$ cat src/rtl/ccsr_pkg.sv
package ccsr_pkg;
    localparam int unsigned REG_W    = 8;
    localparam int unsigned NUM_AUX  = 2;
    localparam int unsigned PLL_POS  = 0;
    localparam int unsigned AUX_BASE = 1;
    localparam int unsigned FLAG_POS = AUX_BASE + NUM_AUX;
endpackage

$ cat src/rtl/ccsr_pll_bit.sv
module ccsr_pll_bit (
    input  logic clk,
    input  logic rst_n,
    input  logic wr_en,
    input  logic wr_bit,
    input  logic pll_stable,
    output logic pll_off
);
    typedef struct packed {
        logic off;
    } pll_st_t;

    pll_st_t st_d, st_q;

    always_comb begin
        st_d = st_q;
        if (wr_en) begin
            if (wr_bit)          st_d.off = 1'b1;
            else if (pll_stable) st_d.off = 1'b0;
        end
    end

    always_ff @(posedge clk or negedge rst_n) begin
        if (!rst_n) st_q <= '{off: 1'b1};
        else        st_q <= st_d;
    end

    assign pll_off = st_q.off;

    a_r2_hold_unstable: assert property (@(posedge clk) disable iff (!rst_n)
        (wr_en && !wr_bit && !pll_stable && pll_off) |=> pll_off);
    a_r2_set_always: assert property (@(posedge clk) disable iff (!rst_n)
        (wr_en && wr_bit) |=> pll_off);
endmodule

$ cat src/rtl/ccsr_aux_gate.sv
module ccsr_aux_gate #(
    parameter int unsigned N = 2
) (
    input  logic         clk,
    input  logic         rst_n,
    input  logic         wr_en,
    input  logic [N-1:0] wr_bits,
    input  logic         main_stable,
    output logic [N-1:0] en,
    output logic [N-1:0] run
);
    typedef struct packed {
        logic en;
        logic run;
    } aux_st_t;

    for (genvar k = 0; k < N; k++) begin : g_ch
        aux_st_t st_d, st_q;

        always_comb begin
            st_d = st_q;
            if (wr_en) st_d.en = wr_bits[k];
            st_d.run = st_d.en & main_stable;
        end

        always_ff @(posedge clk or negedge rst_n) begin
            if (!rst_n) st_q <= '0;
            else        st_q <= st_d;
        end

        assign en[k]  = st_q.en;
        assign run[k] = st_q.run;

        a_r3_run_needs_stable: assert property (@(posedge clk) disable iff (!rst_n)
            run[k] |-> $past(main_stable));
        a_r3_stop_unstable: assert property (@(posedge clk) disable iff (!rst_n)
            !main_stable |=> !run[k]);
    end
endmodule

$ cat src/rtl/ccsr_por_flag.sv
module ccsr_por_flag (
    input  logic clk,
    input  logic rst_n,
    input  logic por_det,
    input  logic wr_en,
    input  logic wr_bit,
    output logic flag
);
    typedef struct packed {
        logic flag;
    } por_st_t;

    por_st_t st_d, st_q;

    always_comb begin
        st_d = st_q;
        if (wr_en && !wr_bit) st_d.flag = 1'b0;
        if (por_det)          st_d.flag = 1'b1;
    end

    always_ff @(posedge clk or negedge rst_n) begin
        if (!rst_n) st_q <= '0;
        else        st_q <= st_d;
    end

    assign flag = st_q.flag;

    a_r7_detect_wins: assert property (@(posedge clk) disable iff (!rst_n)
        por_det |=> flag);
    a_r6_no_sw_set: assert property (@(posedge clk) disable iff (!rst_n)
        (!flag && !por_det) |=> !flag);
endmodule

$ cat src/rtl/clk_ctl_status.sv
module clk_ctl_status
    import ccsr_pkg::*;
(
    input  logic             clk,
    input  logic             rst_n,
    input  logic             wr_en,
    input  logic [REG_W-1:0] wr_data,
    input  logic             pll_stable,
    input  logic             main_stable,
    input  logic             por_det,
    input  logic             sysclk_from_pll,
    output logic [REG_W-1:0] rd_data,
    output logic             pll_pd,
    output logic [NUM_AUX-1:0] aux_run,
    output logic             mode_wr_ok
);
    logic               pll_off;
    logic [NUM_AUX-1:0] aux_en;
    logic               por_flag;

    ccsr_pll_bit u_pll (
        .clk        (clk),
        .rst_n      (rst_n),
        .wr_en      (wr_en),
        .wr_bit     (wr_data[PLL_POS]),
        .pll_stable (pll_stable),
        .pll_off    (pll_off)
    );

    ccsr_aux_gate #(.N(NUM_AUX)) u_aux (
        .clk         (clk),
        .rst_n       (rst_n),
        .wr_en       (wr_en),
        .wr_bits     (wr_data[AUX_BASE +: NUM_AUX]),
        .main_stable (main_stable),
        .en          (aux_en),
        .run         (aux_run)
    );

    ccsr_por_flag u_por (
        .clk     (clk),
        .rst_n   (rst_n),
        .por_det (por_det),
        .wr_en   (wr_en),
        .wr_bit  (wr_data[FLAG_POS]),
        .flag    (por_flag)
    );

    always_comb begin
        rd_data                      = '0;
        rd_data[PLL_POS]             = pll_off;
        rd_data[AUX_BASE +: NUM_AUX] = aux_en;
        rd_data[FLAG_POS]            = por_flag;
    end

    assign pll_pd     = pll_off;
    assign mode_wr_ok = ~sysclk_from_pll;

    a_r3_run_implies_enable: assert property (@(posedge clk) disable iff (!rst_n)
        (aux_run & ~aux_en) == '0);
endmodule

$ cat config.mk
export PLATFORM = sky130hd
export DESIGN_NAME = clk_ctl_status
export DESIGN_NICKNAME = d
export VERILOG_FILES = /design/src/rtl/ccsr_pkg.sv /design/src/rtl/ccsr_pll_bit.sv /design/src/rtl/ccsr_aux_gate.sv /design/src/rtl/ccsr_por_flag.sv /design/src/rtl/clk_ctl_status.sv
export SDC_FILE = /design/constraint.sdc
export NUM_CORES = 1
export LEC_CHECK = 0
export BUFFER_PORTS_ARGS = -buffer_cell sky130_fd_sc_hd__buf_2
export CORE_AREA = 2 2 39 41
export DETAILED_ROUTE_END_ITERATION = 16
export DIE_AREA = 0 0 41 43
export PLACE_DENSITY = 0.58
export SYNTH_ARGS = -nofsm -noshare
export SYNTH_HDL_FRONTEND = slang
export SYNTH_SLANG_ARGS = --single-unit
export TNS_END_PERCENT = 20
$ cat constraint.sdc
create_clock -name clk -period 0.9 [get_ports clk]
set_input_delay 0.09 -clock clk [delete_from_list [all_inputs] [get_ports clk]]
set_output_delay 0.09 -clock clk [all_outputs]
set_load 0.005 [all_outputs]
== Yosys cells after proc, flatten, opt, wreduce, memory -nomap -nowiden ==
Cells that the tools add are included.
Cells by class
  bitwise operators: 3
  mux-type cells: 6
  reductions and logical operators: 5
Operator list (count)
  1-bit two-way mux: 6
  2-bit nonzero test: 2
  1-bit bitwise AND: 2
  2-bit AND reduction: 1
  1-bit logical AND: 1
  1-bit zero test: 1
  1-bit NOT: 1
Word-level totals
  word-level logic and storage cells: 20
  output and inout port bits: 12
  input port bits: 15
  register bits: 6

== Longest topological paths before layout ==
  depth after elaboration: 4
  gate-level depth with buffers: 2

== Hierarchy ==
A second synthesis with hierarchy kept.
Second synthesis, totals
  cells, all modules: 22
  area, all modules: 275.3 µm²
Modules (own cells, without submodules)
  ccsr_aux_gate: instances 1, area each 145.1 µm², cells each 8
  clk_ctl_status: instances 1, area each 52.6 µm², cells each 8
  ccsr_pll_bit: instances 1, area each 38.8 µm², cells each 3
  ccsr_por_flag: instances 1, area each 38.8 µm², cells each 3

== Worst setup path after synthesis ==
Ideal clock, no wire load.
  path kind: register to register
  start point: reg u_aux.g_ch[0].st_q, in the netlist u_aux.en[0]
  end point: reg u_aux.g_ch[0].st_q, in the netlist u_aux.run[0]
  required time: 0.783 ns
  cell stages (with the launch flop): 3
  data arrival time: 0.779 ns
  period minus slack after synthesis: 0.896 ns
  path slack: 0.004 ns
  buffers on the path: 0
  path through: dfrtp_1 mux2_4 and2_4
RTL lines
  from (decl): RTL line ccsr_aux_gate.sv:18  | aux_st_t st_d, st_q;
  from (signal assigned): RTL line ccsr_aux_gate.sv:28  | else st_q <= st_d;

== Worst setup path after layout ==
  start point: reg u_pll.st_q (netlist: u_pll.pll_off)
  end point: out rd_data[0]
RTL lines
  from (decl): RTL line ccsr_pll_bit.sv:13  | pll_st_t st_d, st_q;
  from (signal assigned): RTL line ccsr_pll_bit.sv:24  | if (!rst_n) st_q <= '{off: 1'b1};
  from (signal assigned): RTL line ccsr_pll_bit.sv:25  | else st_q <= st_d;
  to (decl): RTL line clk_ctl_status.sv:12  | output logic [REG_W-1:0] rd_data,
No word-level cell between the ends.

==> impl_metrics.py <==
metrics = {
    "run_status": {
        "status": "complete, but fails checks",
        "violations": "setup timing",
    },
    "clocking": {
        "cts_tree": "done",
        "cts.sinks": 6,
        "clockBufferDepth": 2,
        "cts-root-buf": "clkbuf_4",
        "clock_insertion_delay_worst_skew_ns": 0.24,
        "post_cts_buffers": 0,
        "cts_buffers": 3,
        "cts-htree-levels": 1,
        "clkSlewWorstSetupHoldPaths_ns": 0.05,
    },
    "detailed_routing": {
        "drt_iter0_markers": 0,
        "antenna_left": 0,
        "remaining_drc_errors": 0,
        "avgRoutedWirePerCell_um": 9.07,
        "drt-pass1-iter-count": 1,
        "vias_per_cell": 3.52,
        "top_layer_used": "met3",
        "wl_met2_um": 261,
        "postRouteWirelength_um": 526,
        "wl_met1_um": 195,
        "dr_wl_met3_um": 69,
        "num_vias": 204,
    },
    "critical_path": {
        "slowest_delay_ns": 0.53,
        "r2r-end": "u_aux.run[1]",
        "reg2reg_from": "u_aux.en[1]",
        "cp_num_buf_inv": 1,
        "required_ns": 0.81,
        "crit_arrival_ns": 0.88,
        "cp_top_family": "flip-flops",
        "worst_setup_path_start_kind": "flop",
        "timing.reg2reg.setup_slack_ns": 0.01,
        "path_cells": "buf_2",
        "crit_type": "reg -> out",
        "worstPathMaxFanout": 3,
        "worstRegToRegCells": 2,
        "critical_path.endpoint_type": "primary output",
        "slowest_stage": "dfstp_2",
    },
    "synthesis": {
        "synth.top_cell.area_share": 0.452,
        "synth_area_um2": 277,
        "avgSynthCellArea_um2": 12.6,
        "synthesis.instances": 22,
        "synth-async-reset-ratio": 1.00,
        "synth_common_cells": "buf_4, dfrtp_1, mux2_4",
        "ys_seq_area_frac": 0.548,
        "synth_flop_cell": "dfrtp_1",
        "yosysWarnings": 0,
        "ys_types": 12,
        "synth_area_leaders": "dfrtp_1, buf_4, mux2_4",
        "synth_top_cell_by_area": "dfrtp_1",
        "synth_edf_count": 0,
        "yosysMostFrequentCell": "buf_4",
        "ys_seq_elements": 6,
    },
    "global_route": {
        "grt_max_degree": 7,
        "antenna_found_initial": 0,
        "grt_pass1_vias": 174,
        "grt_usage": 0.0668,
        "grt_pass1_wl_um": 683,
        "grt_overflow_total": 0,
    },
    "place": {
        "place_inst": 53,
        "routabilityCongestion": 0.634,
        "dp_hpwl_um": 415,
        "numPortBuffers": 18,
    },
    "timing": {
        "hold_viol": 0,
        "post-route-period-util": 1.07,
        "min_period_ns": 0.965,
        "fin_worst_skew_ns": 0.0000213,
        "setup_viol": 2,
        "slew_viol_final": 0,
        "rsz0062_at_grt": "true",
        "fin_ws_ns": -0.0651,
        "max_freq_ghz": 1.04,
    },
    "finish": {
        "drive_gt1_frac": 0.643,
        "nets": 58,
        "final_cells": 58,
        "area_growth_pct": 41.6,
        "antennaDiodeCount": 0,
    },
    "power": {
        "combinationalPowerShare": 0.161,
        "p_clk_frac": 0.396,
        "seqPwrFrac": 0.443,
        "total_power_w": 0.000695,
        "ir_drop_mv": 0.571,
        "p_int_w": 0.000535,
        "power_density_nw_per_um2": 1780,
        "power.leakage_nw": 0.217,
        "p_sw_w": 0.000160,
        "switching_share": 0.231,
    },
    "floorplanning": {
        "die_w_um": 41,
        "num_io_pins": 27,
        "initial_utilization": 0.200,
        "fp.dieH_um": 43,
        "coreArea_um2": 1380,
        "dieArea_um2": 1760,
        "rows": 14,
    },
    "min_path": {
        "holdCritStartpoint": "por_det",
        "hold_end": "u_por.flag",
        "whs_path_depth": 2,
        "hold_class": "in -> reg",
    },
    "flow_run": {
        "maxCapViolations": 0,
    },
}
==> through the flow <==
stage / TNS (ns) / cell area (um2) / hold slack, ns / worst slack [ns] / util
2_1_floorplan: 0 / 288 / -0.206 / 0.00403 / -
3_3_place_gp: 0 / 353 / -0.0837 / 0.00387 / 0.255
3_5_place_dp: -0.0143 / 353 / -0.0776 / -0.0143 / 0.255
4_1_cts: -0.156 / 389 / 0.0121 / -0.0783 / 0.281
5_1_grt: -0.239 / 392 / 0.0185 / -0.115 / 0.283
6_report: -0.130 / 392 / 0.0243 / -0.0651 / 0.283
==> sequential cells by signal, indices dropped and copies added, names as in the netlist <==
name and cells:
u_aux.run 2, u_por.flag 1, u_aux.en 2, u_pll.pll_off 1
==> area by class of cell <==
class                           count  area, um2
Sequential cell                     6        151
Inverter                            1       3.75
Clock buffer                        4       26.3
Multi-Input combinational cell     12       90.1
Timing Repair Buffer               19        100
Fill cell                         159        992
Tap cell                           16       20.0
==> cell families after synthesis <==
group	Yosys count	share of synthesized area
buffers and inverters	7	0.176
DFF	6	0.548
and+or+nand+nor	4	0.0905
AOI/OAI and AO/OA	2	0.0634
muxes	2	0.109
other	1	0.0136
==> layer usage <==
layer | vias up | GRT usage
met5 | - | 0
met4 | 0 | 0.0600
met3 | 0 | 0.0471
met2 | 15 | 0.0844
met1 | 91 | 0.0693
li1 | 98 | -
==> placed cells by master (no fill, tap or decap) <==
master,netlist,layout
dlygate4sd3_1,0,1
dfstp_2,1,1
nand2b_1,1,1
dfrtp_1,5,5
a21o_1,1,1
clkbuf_4,0,3
mux2_4,2,2
and2_4,1,2
clkbuf_1,0,1
inv_1,1,1
conb_1,1,4
buf_2,0,18
nand2_1,1,1
a22o_2,1,1
==> worst max path at each step <==
stage | slack, ns | start | cells after the start | end
finish | -0.07 | u_pll.pll_off | 1 | rd_data[0]
global route | -0.11 | u_pll.pll_off | 1 | rd_data[0]
CTS | -0.08 | u_pll.pll_off | 1 | rd_data[0]
detailed placement | -0.01 | u_aux.en[1] | 2 | u_aux.run[1]
global placement | 0.004 | u_aux.en[1] | 2 | u_aux.run[1]
floorplan | 0.004 | u_aux.en[0] | 2 | u_aux.run[0]
==> power groups by stage <==
| stage | logic [W] | clock network [W] | registers [W] |
|---|---|---|---|
| global route | 0.000128 | 0.000305 | 0.000311 |
| finish | 0.000112 | 0.000275 | 0.000308 |
| CTS | 0.000111 | 0.000291 | 0.000309 |
| global placement | 0.000106 | 0 | 0.000312 |
| floorplan | 0.0000639 | 0 | 0.000316 |
| detailed placement | 0.000107 | 0 | 0.000312 |
==> what timing repair did <==
item | 4_1_cts | 5_1_grt
setup endpoints to repair | 3 | 4
pin swaps | 1 | 1
gates resized for setup | 0 | 1
hold buffers | 1 | 0
endpoints found under the hold margin | 6 | 0
Power figures use the tool's default switching activity.
